$ cat src/rtl/wwd_pkg.sv
// Shared types and constants for the window comparator watchdog.
// Assumes 12-bit full-scale results and a 2-bit resolution code.
package wwd_pkg;
    localparam int SAMPLE_W = 12;
    localparam int RES_W    = 2;
    localparam int CHAN_W   = 5;
    localparam int BUS_W    = 32;
    localparam int ADDR_W   = 2;

    // register addresses
    localparam logic [ADDR_W-1:0] ADR_BOUNDS = 2'd0;
    localparam logic [ADDR_W-1:0] ADR_CONFIG = 2'd1;
    localparam logic [ADDR_W-1:0] ADR_CLEAR  = 2'd2;

    // field positions
    localparam int HI_LSB   = 16;
    localparam int LO_LSB   = 0;
    localparam int MODE_LSB = 0;
    localparam int CHAN_LSB = 8;
    localparam int IEN_BIT  = 16;
    localparam int CLR_BIT  = 0;

    typedef enum logic [1:0] {
        WM_OFF = 2'd0,
        WM_ALL = 2'd1,
        WM_ONE = 2'd2,
        WM_RSV = 2'd3
    } wmode_t;
endpackage

$ cat src/rtl/wwd_regs.sv
// Configuration registers of the watchdog: window bounds, mode,
// selected channel and interrupt enable, plus a decoded clear request.
// Assumes single-cycle write strobes; writes to unused addresses are dropped.
module wwd_regs
    import wwd_pkg::*;
#(
    parameter int DW  = SAMPLE_W,
    parameter int CW  = CHAN_W,
    parameter int BW  = BUS_W,
    parameter int AW  = ADDR_W
) (
    input  logic          clk,
    input  logic          rst_n,
    input  logic          wr_en,
    input  logic [AW-1:0] wr_addr,
    input  logic [BW-1:0] wr_data,
    output logic [DW-1:0] thr_hi,
    output logic [DW-1:0] thr_lo,
    output wmode_t        mode,
    output logic [CW-1:0] sel_chan,
    output logic          irq_en,
    output logic          clr_req
);
    localparam logic [DW-1:0] HI_RST = {DW{1'b1}};

    // Bounds register: high and low thresholds in resolution units.
    always_ff @(posedge clk) begin
        if (!rst_n) begin
            thr_hi <= HI_RST;
            thr_lo <= '0;
        end else if (wr_en && wr_addr == ADR_BOUNDS) begin
            thr_hi <= wr_data[HI_LSB +: DW];
            thr_lo <= wr_data[LO_LSB +: DW];
        end
    end

    // Configuration register: mode, watched channel, interrupt enable.
    always_ff @(posedge clk) begin
        if (!rst_n) begin
            mode     <= WM_OFF;
            sel_chan <= '0;
            irq_en   <= 1'b0;
        end else if (wr_en && wr_addr == ADR_CONFIG) begin
            mode     <= wmode_t'(wr_data[MODE_LSB +: 2]);
            sel_chan <= wr_data[CHAN_LSB +: CW];
            irq_en   <= wr_data[IEN_BIT];
        end
    end

    // Clear request: write of 1 to the clear bit at the clear address.
    always_comb begin
        clr_req = wr_en && (wr_addr == ADR_CLEAR) && wr_data[CLR_BIT];
    end
endmodule

$ cat src/rtl/wwd_align.sv
// Left-aligns a value given in resolution units onto the full-scale grid.
// Bits above the resolution width are masked, low bits are zero-filled.
// Assumes each resolution step removes two bits.
module wwd_align #(
    parameter int DW = 12,
    parameter int RW = 2
) (
    input  logic [DW-1:0] raw,
    input  logic [RW-1:0] res,
    output logic [DW-1:0] aligned
);
    localparam int STEP = 2;

    int            shamt;
    logic [DW-1:0] keep;

    // Mask to resolution width, then shift up to the top bit.
    always_comb begin
        shamt   = int'(res) * STEP;
        keep    = {DW{1'b1}} >> shamt;
        aligned = (raw & keep) << shamt;
    end
endmodule

$ cat src/rtl/wwd_window.sv
// Decides whether a valid result is watched and lies outside the window.
// Assumes aligned operands; bounds are inclusive (equal is inside).
module wwd_window
    import wwd_pkg::*;
#(
    parameter int DW = SAMPLE_W,
    parameter int CW = CHAN_W
) (
    input  logic          valid,
    input  logic [CW-1:0] chan,
    input  logic [DW-1:0] data_al,
    input  logic [DW-1:0] hi_al,
    input  logic [DW-1:0] lo_al,
    input  wmode_t        mode,
    input  logic [CW-1:0] sel_chan,
    output logic          hit
);
    logic watched;
    logic outside;

    // Channel filter according to watching mode.
    always_comb begin
        unique case (mode)
            WM_ALL:  watched = 1'b1;
            WM_ONE:  watched = (chan == sel_chan);
            default: watched = 1'b0;
        endcase
    end

    // Strict comparison against both bounds.
    always_comb begin
        outside = (data_al > hi_al) || (data_al < lo_al);
        hit     = valid && watched && outside;
    end
endmodule

$ cat src/rtl/win_watchdog.sv
// Top of the window comparator watchdog: aligns result and bounds to the
// full-scale grid, compares, and holds a sticky flag with interrupt gating.
// Assumes res_sel is stable while results are being produced.
module win_watchdog
    import wwd_pkg::*;
#(
    parameter int DW = SAMPLE_W,
    parameter int RW = RES_W,
    parameter int CW = CHAN_W,
    parameter int BW = BUS_W,
    parameter int AW = ADDR_W
) (
    input  logic          clk,
    input  logic          rst_n,
    input  logic [RW-1:0] res_sel,
    input  logic          rv_valid,
    input  logic [DW-1:0] rv_data,
    input  logic [CW-1:0] rv_chan,
    input  logic          wr_en,
    input  logic [AW-1:0] wr_addr,
    input  logic [BW-1:0] wr_data,
    output logic          oow_flag,
    output logic          irq
);
    localparam int N_OPS  = 3;
    localparam int OP_DAT = 0;
    localparam int OP_HI  = 1;
    localparam int OP_LO  = 2;

    logic [DW-1:0] thr_hi, thr_lo;
    wmode_t        cfg_mode;
    logic [CW-1:0] cfg_sel;
    logic          cfg_irq_en;
    logic          clr_req;
    logic          win_hit;
    logic [DW-1:0] op_raw [N_OPS];
    logic [DW-1:0] op_al  [N_OPS];

    wwd_regs #(.DW(DW), .CW(CW), .BW(BW), .AW(AW)) u_regs (
        .clk      (clk),
        .rst_n    (rst_n),
        .wr_en    (wr_en),
        .wr_addr  (wr_addr),
        .wr_data  (wr_data),
        .thr_hi   (thr_hi),
        .thr_lo   (thr_lo),
        .mode     (cfg_mode),
        .sel_chan (cfg_sel),
        .irq_en   (cfg_irq_en),
        .clr_req  (clr_req)
    );

    // Gather the three operands that need alignment.
    always_comb begin
        op_raw[OP_DAT] = rv_data;
        op_raw[OP_HI]  = thr_hi;
        op_raw[OP_LO]  = thr_lo;
    end

    for (genvar gi = 0; gi < N_OPS; gi++) begin : g_align
        wwd_align #(.DW(DW), .RW(RW)) u_align (
            .raw     (op_raw[gi]),
            .res     (res_sel),
            .aligned (op_al[gi])
        );
    end

    wwd_window #(.DW(DW), .CW(CW)) u_win (
        .valid    (rv_valid),
        .chan     (rv_chan),
        .data_al  (op_al[OP_DAT]),
        .hi_al    (op_al[OP_HI]),
        .lo_al    (op_al[OP_LO]),
        .mode     (cfg_mode),
        .sel_chan (cfg_sel),
        .hit      (win_hit)
    );

    // Sticky flag: set dominates clear.
    always_ff @(posedge clk) begin
        if (!rst_n)       oow_flag <= 1'b0;
        else if (win_hit) oow_flag <= 1'b1;
        else if (clr_req) oow_flag <= 1'b0;
    end

    // Interrupt request gated by enable.
    always_comb begin
        irq = oow_flag && cfg_irq_en;
    end
endmodule

$ cat config.mk
export PLATFORM = sky130hd
export DESIGN_NAME = win_watchdog
export DESIGN_NICKNAME = d
export VERILOG_FILES = /design/src/rtl/wwd_pkg.sv /design/src/rtl/wwd_regs.sv /design/src/rtl/wwd_align.sv /design/src/rtl/wwd_window.sv /design/src/rtl/win_watchdog.sv
export SDC_FILE = /design/constraint.sdc
export NUM_CORES = 1
export LEC_CHECK = 0
export CAP_MARGIN = 20
export CELL_PAD_IN_SITES_DETAIL_PLACEMENT = 2
export CELL_PAD_IN_SITES_GLOBAL_PLACEMENT = 2
export CORE_MARGIN = 4
export CORE_UTILIZATION = 39
export CTS_CLUSTER_SIZE = 30
export DETAILED_ROUTE_END_ITERATION = 12
export DONT_BUFFER_PORTS = 1
export PLACE_DENSITY_LB_ADDON = 0.1
export SLEW_MARGIN = 20
export SYNTH_ARGS = -nofsm -noshare
export SYNTH_HDL_FRONTEND = slang
export SYNTH_HIERARCHICAL = 1
export SYNTH_SLANG_ARGS = --single-unit
$ cat constraint.sdc
create_clock -name clk -period 2.9 [get_ports clk]
set_input_delay 0.29 -clock clk [delete_from_list [all_inputs] [get_ports clk]]
set_output_delay 0.29 -clock clk [all_outputs]
set_load 0.01 [all_outputs]
==> flow_metrics.tcl <==
set metrics [dict create \
    status "finished, final reports clean" \
    final_hold_viol_count 0 \
    critPathMostFrequentCell "a21oi_1" \
    ys.flop_type "dfxtp_1" \
    cpPeakStageDelay_ns 0.43 \
    vias 2136 \
    reg2reg_depth 10 \
    start_util_pct 41.1 \
    cp.required_ns 3.14 \
    ys_ff_latch 33 \
    first_iter_violations 40 \
    rsz0062_at_grt "no" \
    cp_max_fo 4 \
    antenna_left 0 \
    cts_resized 0 \
    hold_end "u_regs/thr_hi[11]$_SDFFE_PN1P_" \
    maxCapViolCount 0 \
    finalPower_mw 1.09 \
    synth_cell_types 41 \
    crit_buf_inv 1 \
    cp-start-kind "flip-flop" \
    place_hpwl_um 5350 \
    worstHoldStart "rst_n" \
    r2r_slack_ns 0.67 \
    finalCritPeriodShare_pct 77.0 \
    hold_buffers 0 \
    cts.sinks 33 \
    cts_tree "yes" \
    vias_per_cell 5.34 \
    syn2layout_area_growth_pct 0.262 \
    final_nets 385 \
    fp.dieH_um 93.7 \
    drive_gt1_share_pct 5.59 \
    clkLatencyLatePin_ns 0.29 \
    track_usage_pct 16.2 \
    grt_max_degree 48 \
    fin_crit_ns 2.23 \
    cts_buffer_depth 2 \
    die_w_um 93.7 \
    clk_pin_slew_worst_paths_ns 0.07 \
    worstHoldPathType "input port to flip-flop" \
    cts_setup_buffers 0 \
    gp_congestion 0.716 \
    fmax_mhz 448 \
    path_class "flip-flop to flip-flop" \
    tns_ns 0 \
    finalClockSkew_ns 0.00810 \
    drt_wl_total_um 6860 \
    yosys_warnings 6 \
    syn-cell-area_um2 2870 \
    finalSetupViolCount 0 \
    grt.overflow.total 0 \
    drc 0 \
    rr_endpoint "oow_flag$_SDFFE_PN0P_" \
    core_region_area_um2 6980 \
    wl_per_cell_um 17.1 \
    syn-instance-count 319 \
    final-seq-area_um2 661 \
    port-buffer-count 0 \
    syn_area_per_cell_um2 8.99 \
    slowest_stage "dfxtp_1" \
    drv_slew 0 \
    power.density_nw_per_um2 381 \
    ir_worst_vdd_mv 0.146 \
    synthArstFlopShare_pct 0 \
    slew_headroom_pct 69.4 \
    leakagePower_nw 1.38 \
    antenna_found_initial 0 \
    path_cells "mux2i_1, o22ai_1, inv_1, ha_1, a21oi_1, o21ai_0, a21oi_1, o21ai_1, a2111oi_2, o21a_1" \
    htreeDepth 2 \
    cts_root_buf "clkbuf_8" \
    utilization_pct 41.2 \
    dr.pass1.iters 4 \
    synth.yosys.seq_area_share_pct 23.0 \
    first_global_vias 2351 \
    rows 30 \
    synth-edff-count 0 \
    cts_buffers 5 \
    crit_path_end_kind "flip-flop" \
    synth_nets 401 \
    hold_depth 1 \
    n_antenna_cell 0 \
    grt_pass1_wl_um 11400 \
    cp.arrival_ns 2.47 \
    tightest_slew_ns 0.458 \
    fillers 825 \
    multiInputGateArea_um2 1830 \
    worstReg2RegStart "u_regs/thr_lo[1]$_SDFFE_PN0P_" \
    pin_count 59 \
    die_area_um2 8790 \
    critical_path.top_delay_family "compound AO/OA/AOI/OAI gates" \
]
-- per-layer routing --
| layer | GRT usage, % | routed length [um] |
|---|---|---|
| met2 | 25.9 | 3060 |
| met5 | 0 | 0 |
| met4 | 4.33 | 75 |
| met3 | 3.13 | 284 |
| met1 | 22.2 | 3440 |
-- cell families (layout without fill, tap and decap cells) --
kind of cell	Yosys count	after routing	share of synthesized area, %
AOI/OAI and AO/OA	40	40	9.60
xor gates and xnor gates	5	5	1.53
adders and majority gates	25	25	10.9
buffers and inverters	64	49	13.2
DFF	33	33	23.0
muxes	68	68	23.7
and+or+nand+nor	84	84	18.0
-- how the worst max path moves through the flow --
stage | depth (start not counted) | slack, ns | end | startpoint
6_report | 10 | 0.67 | oow_flag$_SDFFE_PN0P_ | u_regs/thr_lo[1]$_SDFFE_PN0P_
5_1_grt | 10 | 0.48 | oow_flag$_SDFFE_PN0P_ | u_regs/thr_lo[1]$_SDFFE_PN0P_
4_1_cts | 10 | 0.63 | oow_flag$_SDFFE_PN0P_ | u_regs/thr_lo[1]$_SDFFE_PN0P_
3_5_place_dp | 8 | 0.63 | oow_flag$_SDFFE_PN0P_ | res_sel[1]
3_3_place_gp | 8 | 0.67 | oow_flag$_SDFFE_PN0P_ | res_sel[1]
2_1_floorplan | 10 | 0.64 | oow_flag$_SDFFE_PN0P_ | res_sel[1]
-- report_power, final --
| group | internal (mW) | switching [mW] |
|---|---|---|
| Combinational | 0.108 | 0.108 |
| Sequential | 0.472 | 0.0154 |
| Clock | 0.215 | 0.177 |
| Total | 0.794 | 0.300 |
-- synth_stat cells (2+ instances only) --
cell	number	area, um2
a21o_1	3	22.5
a21oi_1	8	40.0
buf_12	4	80.1
buf_2	7	35.0
buf_4	7	52.6
buf_6	5	56.3
dfxtp_1	33	661
ha_1	25	313
inv_1	40	150
mux2i_1	68	681
nand2_1	40	150
nand3_1	3	15.0
nand3b_1	3	22.5
nand4_1	2	12.5
nand4bb_1	8	90.1
nor2_1	8	30.0
nor3b_1	6	45.0
o211ai_1	12	90.1
o21a_1	2	15.0
o21ai_0	5	25.0
o22ai_1	4	25.0
or4bb_1	4	45.0
xor2_1	4	35.0
-- layout by cell type (no fill, tap or decap), types with 2 or more instances in the layout --
master     synthesis  final
clkbuf_8           0      7
nor2_1             8      8
nand3_1            3      3
nand4_1            2      2
nand4bb_1          8      8
a21o_1             3      3
o22ai_1            4      4
ha_1              25     25
nor3b_1            6      6
nand2_1           40     40
a21oi_1            8      8
o211ai_1          12     12
dfxtp_1           33     33
o21a_1             2      2
o21ai_0            5      5
inv_1             40     40
or4bb_1            4      4
mux2i_1           68     68
xor2_1             4      4
nand3b_1           3      3
-- per-stage QoR --
| stage | std cells | setup WS [ns] | hold slack [ns] | instance area [um2] |
|---|---|---|---|---|
| finish | 400 | 0.668 | 0.0897 | 2870 |
| global route | 400 | 0.476 | 0.0827 | 2870 |
| CTS | 400 | 0.634 | 0.0867 | 2870 |
| detailed placement | 392 | 0.628 | 0.388 | 2770 |
| global placement | 392 | 0.667 | 0.384 | 2770 |
| floorplan | 319 | 0.642 | 0.407 | 2870 |
-- cell type report --
type,instances,share of cell area (%)
multi-input combinational,222,63.8
sequential,33,23.0
inverter,40,5.22
tap,96,4.18
clock buffer,7,3.35
timing repair buffer,1,0.261
clock inverter,1,0.174
-- registers in the layout (all words and copies together), names as in the netlist --
register,count
u_regs/thr_hi,12
u_regs/thr_lo,12
u_regs/sel_chan,5
u_regs/irq_en,1
u_regs/mode,2
oow_flag,1
(Power assumes the default switching activity.)
